$ cat config.mk
export PLATFORM = sky130hd
export DESIGN_NAME = msi_cap_regs
export DESIGN_NICKNAME = d
export VERILOG_FILES = /design/src/rtl/msi_cap_pkg.sv /design/src/rtl/msi_cap_ctrl.sv /design/src/rtl/msi_cap_dp.sv /design/src/rtl/msi_cap_regs.sv
export SDC_FILE = /design/constraint.sdc
export NUM_CORES = 1
export LEC_CHECK = 0
export ABC_AREA = 0
export BUFFER_PORTS_ARGS = -buffer_cell sky130_fd_sc_hd__buf_4
export CAP_MARGIN = 0
export CELL_PAD_IN_SITES_DETAIL_PLACEMENT = 1
export CELL_PAD_IN_SITES_GLOBAL_PLACEMENT = 2
export CORE_UTILIZATION = 26
export DETAILED_ROUTE_END_ITERATION = 8
export GPL_ROUTABILITY_DRIVEN = 1
export PLACE_DENSITY_LB_ADDON = 0.1
export RECOVER_POWER = 100
export SETUP_SLACK_MARGIN = 0.4
export SLEW_MARGIN = 25
export SYNTH_ARGS = -nofsm -noshare
export SYNTH_HDL_FRONTEND = slang
export SYNTH_HIERARCHICAL = 1
export SYNTH_SLANG_ARGS = --single-unit
$ cat constraint.sdc
create_clock -name clk -period 1.7 [get_ports clk]
set_input_delay 0.34 -clock clk [delete_from_list [all_inputs] [get_ports clk]]
set_output_delay 0.34 -clock clk [all_outputs]
set_load 0.01 [all_outputs]
$ cat src/rtl/msi_cap_pkg.sv
package msi_cap_pkg;
  localparam int ADDR_W = 3;
  localparam int VEC_MAX = 32;
  localparam logic [7:0] CAP_ID = 8'h05;

  typedef enum logic [2:0] {
    SEL_HDR, SEL_ALO, SEL_AHI, SEL_DATA, SEL_MASK, SEL_PEND, SEL_NONE
  } rdSel_e;

  typedef struct packed {
    logic       ctrlWr;
    logic       addrLoWr;
    logic       addrHiWr;
    logic       dataWr;
    logic       maskWr;
    logic [3:0] be;
  } wrStrb_t;

  function automatic logic [2:0] capCode(input int count);
    for (int n = 0; n < 6; n++)
      if ((1 << n) >= count) return n[2:0];
    return 3'd5;
  endfunction
endpackage

$ cat src/rtl/msi_cap_ctrl.sv
module msi_cap_ctrl
  import msi_cap_pkg::*;
#(
  parameter bit IS64 = 1'b1
) (
  input  logic              cfgWrEn,
  input  logic [ADDR_W-1:0] cfgAddr,
  input  logic [3:0]        cfgByteEn,
  output rdSel_e            rdSel,
  output wrStrb_t           strb
);
  generate
    if (IS64) begin : gLayout64
      always_comb begin
        case (cfgAddr)
          3'd0: rdSel = SEL_HDR;
          3'd1: rdSel = SEL_ALO;
          3'd2: rdSel = SEL_AHI;
          3'd3: rdSel = SEL_DATA;
          3'd4: rdSel = SEL_MASK;
          3'd5: rdSel = SEL_PEND;
          default: rdSel = SEL_NONE;
        endcase
      end
    end else begin : gLayout32
      always_comb begin
        case (cfgAddr)
          3'd0: rdSel = SEL_HDR;
          3'd1: rdSel = SEL_ALO;
          3'd2: rdSel = SEL_DATA;
          3'd3: rdSel = SEL_MASK;
          3'd4: rdSel = SEL_PEND;
          default: rdSel = SEL_NONE;
        endcase
      end
    end
  endgenerate

  always_comb begin
    strb.be       = cfgByteEn;
    strb.ctrlWr   = cfgWrEn && rdSel == SEL_HDR && cfgByteEn[2];
    strb.addrLoWr = cfgWrEn && rdSel == SEL_ALO;
    strb.addrHiWr = cfgWrEn && rdSel == SEL_AHI;
    strb.dataWr   = cfgWrEn && rdSel == SEL_DATA;
    strb.maskWr   = cfgWrEn && rdSel == SEL_MASK;
  end
endmodule

$ cat src/rtl/msi_cap_dp.sv
module msi_cap_dp
  import msi_cap_pkg::*;
#(
  parameter bit       IS64     = 1'b1,
  parameter int       NUM_VEC  = 8,
  parameter bit [7:0] NEXT_PTR = 8'h70
) (
  input  logic               clk,
  input  logic               rst,
  input  rdSel_e             rdSel,
  input  wrStrb_t            strb,
  input  logic [31:0]        wrData,
  input  logic [VEC_MAX-1:0] pendSet,
  input  logic [VEC_MAX-1:0] pendClr,
  output logic [31:0]        rdData,
  output logic [VEC_MAX-1:0] replayReq,
  output logic               enOut,
  output logic [2:0]         mmeOut,
  output logic [63:0]        addrOut,
  output logic [15:0]        dataOut
);
  localparam logic [2:0] MMC = capCode(NUM_VEC);
  localparam logic [VEC_MAX-1:0] VALID =
    (NUM_VEC >= VEC_MAX) ? {VEC_MAX{1'b1}} : VEC_MAX'((64'd1 << NUM_VEC) - 64'd1);

  logic               enReg;
  logic [2:0]         mmeReg;
  logic [31:0]        addrLoReg, addrHiReg, addrLoNext, addrHiNext;
  logic [15:0]        dataReg, dataNext;
  logic [VEC_MAX-1:0] maskReg, maskNext, pendReg, replayNext;

  function automatic logic [31:0] laneMerge(input logic [31:0] cur, input logic [31:0] nw,
                                            input logic [3:0] be);
    logic [31:0] r;
    r = cur;
    for (int b = 0; b < 4; b++)
      if (be[b]) r[b*8 +: 8] = nw[b*8 +: 8];
    return r;
  endfunction

  always_comb begin
    addrLoNext = strb.addrLoWr ? laneMerge(addrLoReg, wrData, strb.be) : addrLoReg;
    addrHiNext = strb.addrHiWr ? laneMerge(addrHiReg, wrData, strb.be) : addrHiReg;
    dataNext   = strb.dataWr ? laneMerge({16'h0, dataReg}, wrData, {2'b00, strb.be[1:0]}) >> 0
                             : {16'h0, dataReg};
    maskNext   = strb.maskWr ? laneMerge(maskReg, wrData, strb.be) : maskReg;
    replayNext = (strb.maskWr && enReg) ? (maskReg & ~maskNext & pendReg) : '0;
  end

  always_ff @(posedge clk) begin
    if (rst) begin
      enReg     <= 1'b0;
      mmeReg    <= 3'd0;
      addrLoReg <= '0;
      addrHiReg <= '0;
      dataReg   <= '0;
      maskReg   <= '0;
      pendReg   <= '0;
      replayReq <= '0;
    end else begin
      if (strb.ctrlWr) begin
        enReg  <= wrData[16];
        mmeReg <= wrData[22:20];
      end
      addrLoReg <= addrLoNext;
      addrHiReg <= addrHiNext;
      dataReg   <= dataNext;
      maskReg   <= maskNext;
      pendReg   <= ((pendReg & ~pendClr) | pendSet) & VALID;
      replayReq <= replayNext;
    end
  end

  always_comb begin
    case (rdSel)
      SEL_HDR:  rdData = {8'h01, IS64, mmeReg, MMC, enReg, NEXT_PTR, CAP_ID};
      SEL_ALO:  rdData = addrLoReg;
      SEL_AHI:  rdData = addrHiReg;
      SEL_DATA: rdData = {16'h0, dataReg};
      SEL_MASK: rdData = maskReg;
      SEL_PEND: rdData = pendReg;
      default:  rdData = '0;
    endcase
  end

  assign enOut   = enReg;
  assign mmeOut  = mmeReg;
  assign addrOut = IS64 ? {addrHiReg, addrLoReg} : {32'h0, addrLoReg};
  assign dataOut = dataReg;

  assert_replay_pending_R7: assert property (@(posedge clk) disable iff (rst)
    (replayReq != '0) |-> ((replayReq & ~$past(pendReg)) == '0));
  assert_replay_enabled_R8: assert property (@(posedge clk) disable iff (rst)
    (replayReq != '0) |-> $past(enReg));
  assert_pend_set_R9: assert property (@(posedge clk) disable iff (rst)
    ((pendSet & VALID) != '0) |=> ((pendReg & $past(pendSet & VALID)) == $past(pendSet & VALID)));
  assert_pend_clr_R9: assert property (@(posedge clk) disable iff (rst)
    ((pendClr & ~pendSet) != '0) |=> ((pendReg & $past(pendClr & ~pendSet)) == '0));
  assert_mask_hold_R5: assert property (@(posedge clk) disable iff (rst)
    !strb.maskWr |=> $stable(maskReg));
  assert_ctrl_hold_R2: assert property (@(posedge clk) disable iff (rst)
    !strb.ctrlWr |=> $stable({enReg, mmeReg}));
endmodule

$ cat src/rtl/msi_cap_regs.sv
module msi_cap_regs
  import msi_cap_pkg::*;
#(
  parameter bit       IS64     = 1'b1,
  parameter int       NUM_VEC  = 8,
  parameter bit [7:0] NEXT_PTR = 8'h70
) (
  input  logic                clk,
  input  logic                rst,
  input  logic                cfgWrEn,
  input  logic [ADDR_W-1:0]   cfgAddr,
  input  logic [3:0]          cfgByteEn,
  input  logic [31:0]         cfgWrData,
  output logic [31:0]         cfgRdData,
  input  logic [VEC_MAX-1:0]  pendSet,
  input  logic [VEC_MAX-1:0]  pendClr,
  output logic [VEC_MAX-1:0]  replayReq,
  output logic                msiEnable,
  output logic [2:0]          multiMsgEn,
  output logic [63:0]         msgAddr,
  output logic [15:0]         msgData
);
  generate
    if (NUM_VEC < 1 || NUM_VEC > VEC_MAX) begin : gBadVecCount_R11
      $error("msi_cap_regs: NUM_VEC must be 1..32");
    end
  endgenerate

  rdSel_e  rdSel;
  wrStrb_t strb;

  msi_cap_ctrl #(.IS64(IS64)) uCtrl (
    .cfgWrEn  (cfgWrEn),
    .cfgAddr  (cfgAddr),
    .cfgByteEn(cfgByteEn),
    .rdSel    (rdSel),
    .strb     (strb)
  );

  msi_cap_dp #(.IS64(IS64), .NUM_VEC(NUM_VEC), .NEXT_PTR(NEXT_PTR)) uDp (
    .clk      (clk),
    .rst      (rst),
    .rdSel    (rdSel),
    .strb     (strb),
    .wrData   (cfgWrData),
    .pendSet  (pendSet),
    .pendClr  (pendClr),
    .rdData   (cfgRdData),
    .replayReq(replayReq),
    .enOut    (msiEnable),
    .mmeOut   (multiMsgEn),
    .addrOut  (msgAddr),
    .dataOut  (msgData)
  );
endmodule

==> run_results.csv <==
group,metric,value,unit
die,coreArea,0.0226,mm^2
die,io_pins,254,
placed_design,place.gp.congestion,0.777,
worst_setup_path,critPathMostFrequentCell,"buf_12",
cts,cts-root-buf,"clkbuf_16",
timing,hold_violations,0,
placed_design,hpwl,16.8,mm
grt,grt_max_degree,125,
worst_setup_path,path_buf_inv,6,
synth,synth_cell_types,34,
synth,avgSynthCellArea,7.83,um^2
finish,area_growth,59.6,%
timing,worst_pin_slew,1.55,ns
detailed_routing,vias_per_cell,4.96,
job,cap_violations,1,
die,die_w,154,um
worst_setup_path,critPathSlowestCell,"nor3b_4",
worst_setup_path,r2r_slack,0.47,ns
placed_design,place_area,0.00801,mm^2
finish,fin_nets,1100,
die,die_area,0.0236,mm^2
timing,skew,0.00617,ns
worst_setup_path,worstReg2RegStart,"uDp/enOut$_SDFFE_PP0P_",
synth,synthTopCellsByCount,"nand2_1, dfxtp_1, a21oi_1",
cts,cts_tree,"built",
worst_setup_path,cp_max_fo,6,
timing,rsz0062_at_grt,"true",
cts,cts_made_buffers,17,
cts,htreeDepth,4,
worst_setup_path,rr_endpoint,"uDp/replayReq[3]$_SDFF_PP0_",
detailed_routing,drt_wl_total,25.0,mm
placed_design,port_buffers,181,
worst_setup_path,slowest_delay,0.23,ns
timing,min_period,1.95,ns
worst_setup_path,cp.depth,10,
grt,grt_util_all_layers,21.0,%
status,violations,"max-capacitance violations, max-slew violations, negative setup slack",
cts,cts_hold_buf,0,
timing,clock.fmax,0.513,GHz
worst_setup_path,path_delay_family,"buffers and inverters",
timing,period_share,115,%
timing,relSlewSlack,-3.54,%
detailed_routing,drtAntennaViolNets,0,
die,die_y,154,um
synth,synth.most_common_cell,"nand2_1",
grt,grt_pass1_wl,37.9,mm
grt,antenna_found_initial,1,
min_path,hold_path_class,"in -> reg",
pwr,ir_drop,0.578,mV
worst_setup_path,required,1.36,ns
die,start_util,26.5,%
synth,ys_ff_latch,132,
worst_setup_path,cp-end-kind,"output pin",
detailed_routing,drc,0,
cts,clk-insertion-delay-late,0.42,ns
worst_setup_path,crit_path_start,"cfgAddr[0]",
die,num_rows,55,
timing,setup_tns,-6.92,ns
synth,ys_seq_area_share,44.2,%
grt,grt.overflow.total,0,
timing,setup_viol,32,
detailed_routing,first_iter_violations,231,
cts,clkTransAtPathRegs,0.06,ns
status,status,"finished with violations",
synth,synth_top_area_share,44.2,%
detailed_routing,drtPass1Iterations,4,
cts,clkSinkCount,132,
finish,design_area,0.00955,mm^2
detailed_routing,post_drt_wl_per_cell,19.4,um
synth,synth_top_area_cell,"dfxtp_1",
synth,synthCells,764,
worst_setup_path,start_kind,"primary input",
worst_setup_path,cp.arrival,1.61,ns
synth,synthArstFlopShare,0,%
pwr,power_leakage,3.84,nW
synth,synth_ff_type,"dfxtp_1",
timing,layout_setup_ws,-0.251,ns
grt,grt_pass1_vias,6731,
worst_setup_path,crit_end,"cfgRdData[29]",
synth,ys_top_cells_by_area,"dfxtp_1, a21oi_1, nand2_1, nand3_1, buf_4",
synth,synth_edf_count,0,
worst_setup_path,worst-setup-path-type,"in -> out",
cts,cts.path.max_buffers,2,
worst_setup_path,r2r_cells,5,
detailed_routing,vias,6407,
timing,holdWs,0.120,ns
synth,ys_warn_count,6,
finish,layout-drive-gt1-share,39.3,%
synth,syn-cell-area,0.00598,mm^2
pwr,power_density,837,mW/mm^2
worst_setup_path,crit_path_cell_trace,"buf_8 -> a21boi_4 -> buf_12 -> buf_16 -> nor3b_4 -> buf_6 -> buf_12 -> nand2_2 -> o21ai_2 -> buf_4",
timing,final-max-slew-violation-count,125,
[logic make-up (layout without fill, tap and decap cells)]
kind of cell	count (synthesis)	after routing	synth area share [%]
other	1	25	0.0627
DFF	132	132	44.2
buffers and inverters	101	319	9.48
AOI/OAI and AO/OA	183	183	17.1
muxes	30	30	5.12
and+or+nand+nor	317	318	24.1
[worst reg2reg max path, delay by kind of cell, from the launching register on]
kind,cells,cell delay [ns]
buf+inv,3,0.48
flops,1,0.35
simple gates,2,0.32
[how the worst min path moves through the flow]
stage / from / end / slack (ns) / cells past startpoint
after floorplan: cfgWrData[1] / uDp/replayReq[1]$_SDFF_PP0_ / 0.42 / 1
after global placement: flop / flop / 0.44 / 2
after detailed placement: flop / flop / 0.45 / 2
after CTS: pendSet[5] / uDp/pendReg[5]$_SDFF_PP0_ / 0.11 / 3
after global routing: cfgWrData[5] / uDp/replayReq[5]$_SDFF_PP0_ / 0.12 / 2
final: pendSet[5] / uDp/pendReg[5]$_SDFF_PP0_ / 0.12 / 3
[repair_timing]
action,in CTS,in global routing
gates resized for setup,137,150
setup buffers,16,5
setup endpoints to repair,175,166
cloned,3,0
pin swaps,20,36
[power by group]
group	internal [W]	total (W)	switching, W	leakage, nW
clock network	0.00241	0.00381	0.00140	0.288
logic	0.000446	0.000996	0.000550	2.49
registers	0.00314	0.00319	0.0000457	1.07
[final cells by class]
class | count | area, um^2
inverter | 13 | 48.8
sequential | 132 | 2640
fill | 2652 | 13000
timing repair buffer | 275 | 2360
antenna | 1 | 2.50
multi-input combinational | 555 | 3530
clock buffer | 22 | 474
tap | 285 | 357
clock inverter | 9 | 128
[routing by layer]
layer / up-vias / track usage (%) / part of all wire [%]
met3: 31 / 4.06 / 4.4
met2: 166 / 37.2 / 51
met5: - / 0 / 0
met4: 0 / 7.43 / 1.8
met1: 3161 / 25.2 / 43
li1: 3049 / - / -
[cells in the final DEF (no fill, tap or decap), drive strengths merged, types with 7 or more instances in the layout]
cell type and n:
buf 233, nand2 154, dfxtp 132, a21oi 125
nand3 114, clkbuf 64, mux2i 25, conb 24
o21ai 17, nor2 14, inv 13, a22oi 13
nor2b 12, o22ai 11, nor3 8, nand2b 7
[per-stage QoR]
stage,total power (W),utilization [%],cells,setup slack [ns]
detailed placement,0.00405,35.5,1236,-0.355
CTS,0.00802,41.0,1286,-0.245
global route,0.00829,42.3,1292,-0.299
floorplan,0.00368,-,787,0.106
finish,0.00799,42.3,1292,-0.251
global placement,0.00404,35.5,1236,-0.289
Power figures use the tool's default switching activity.
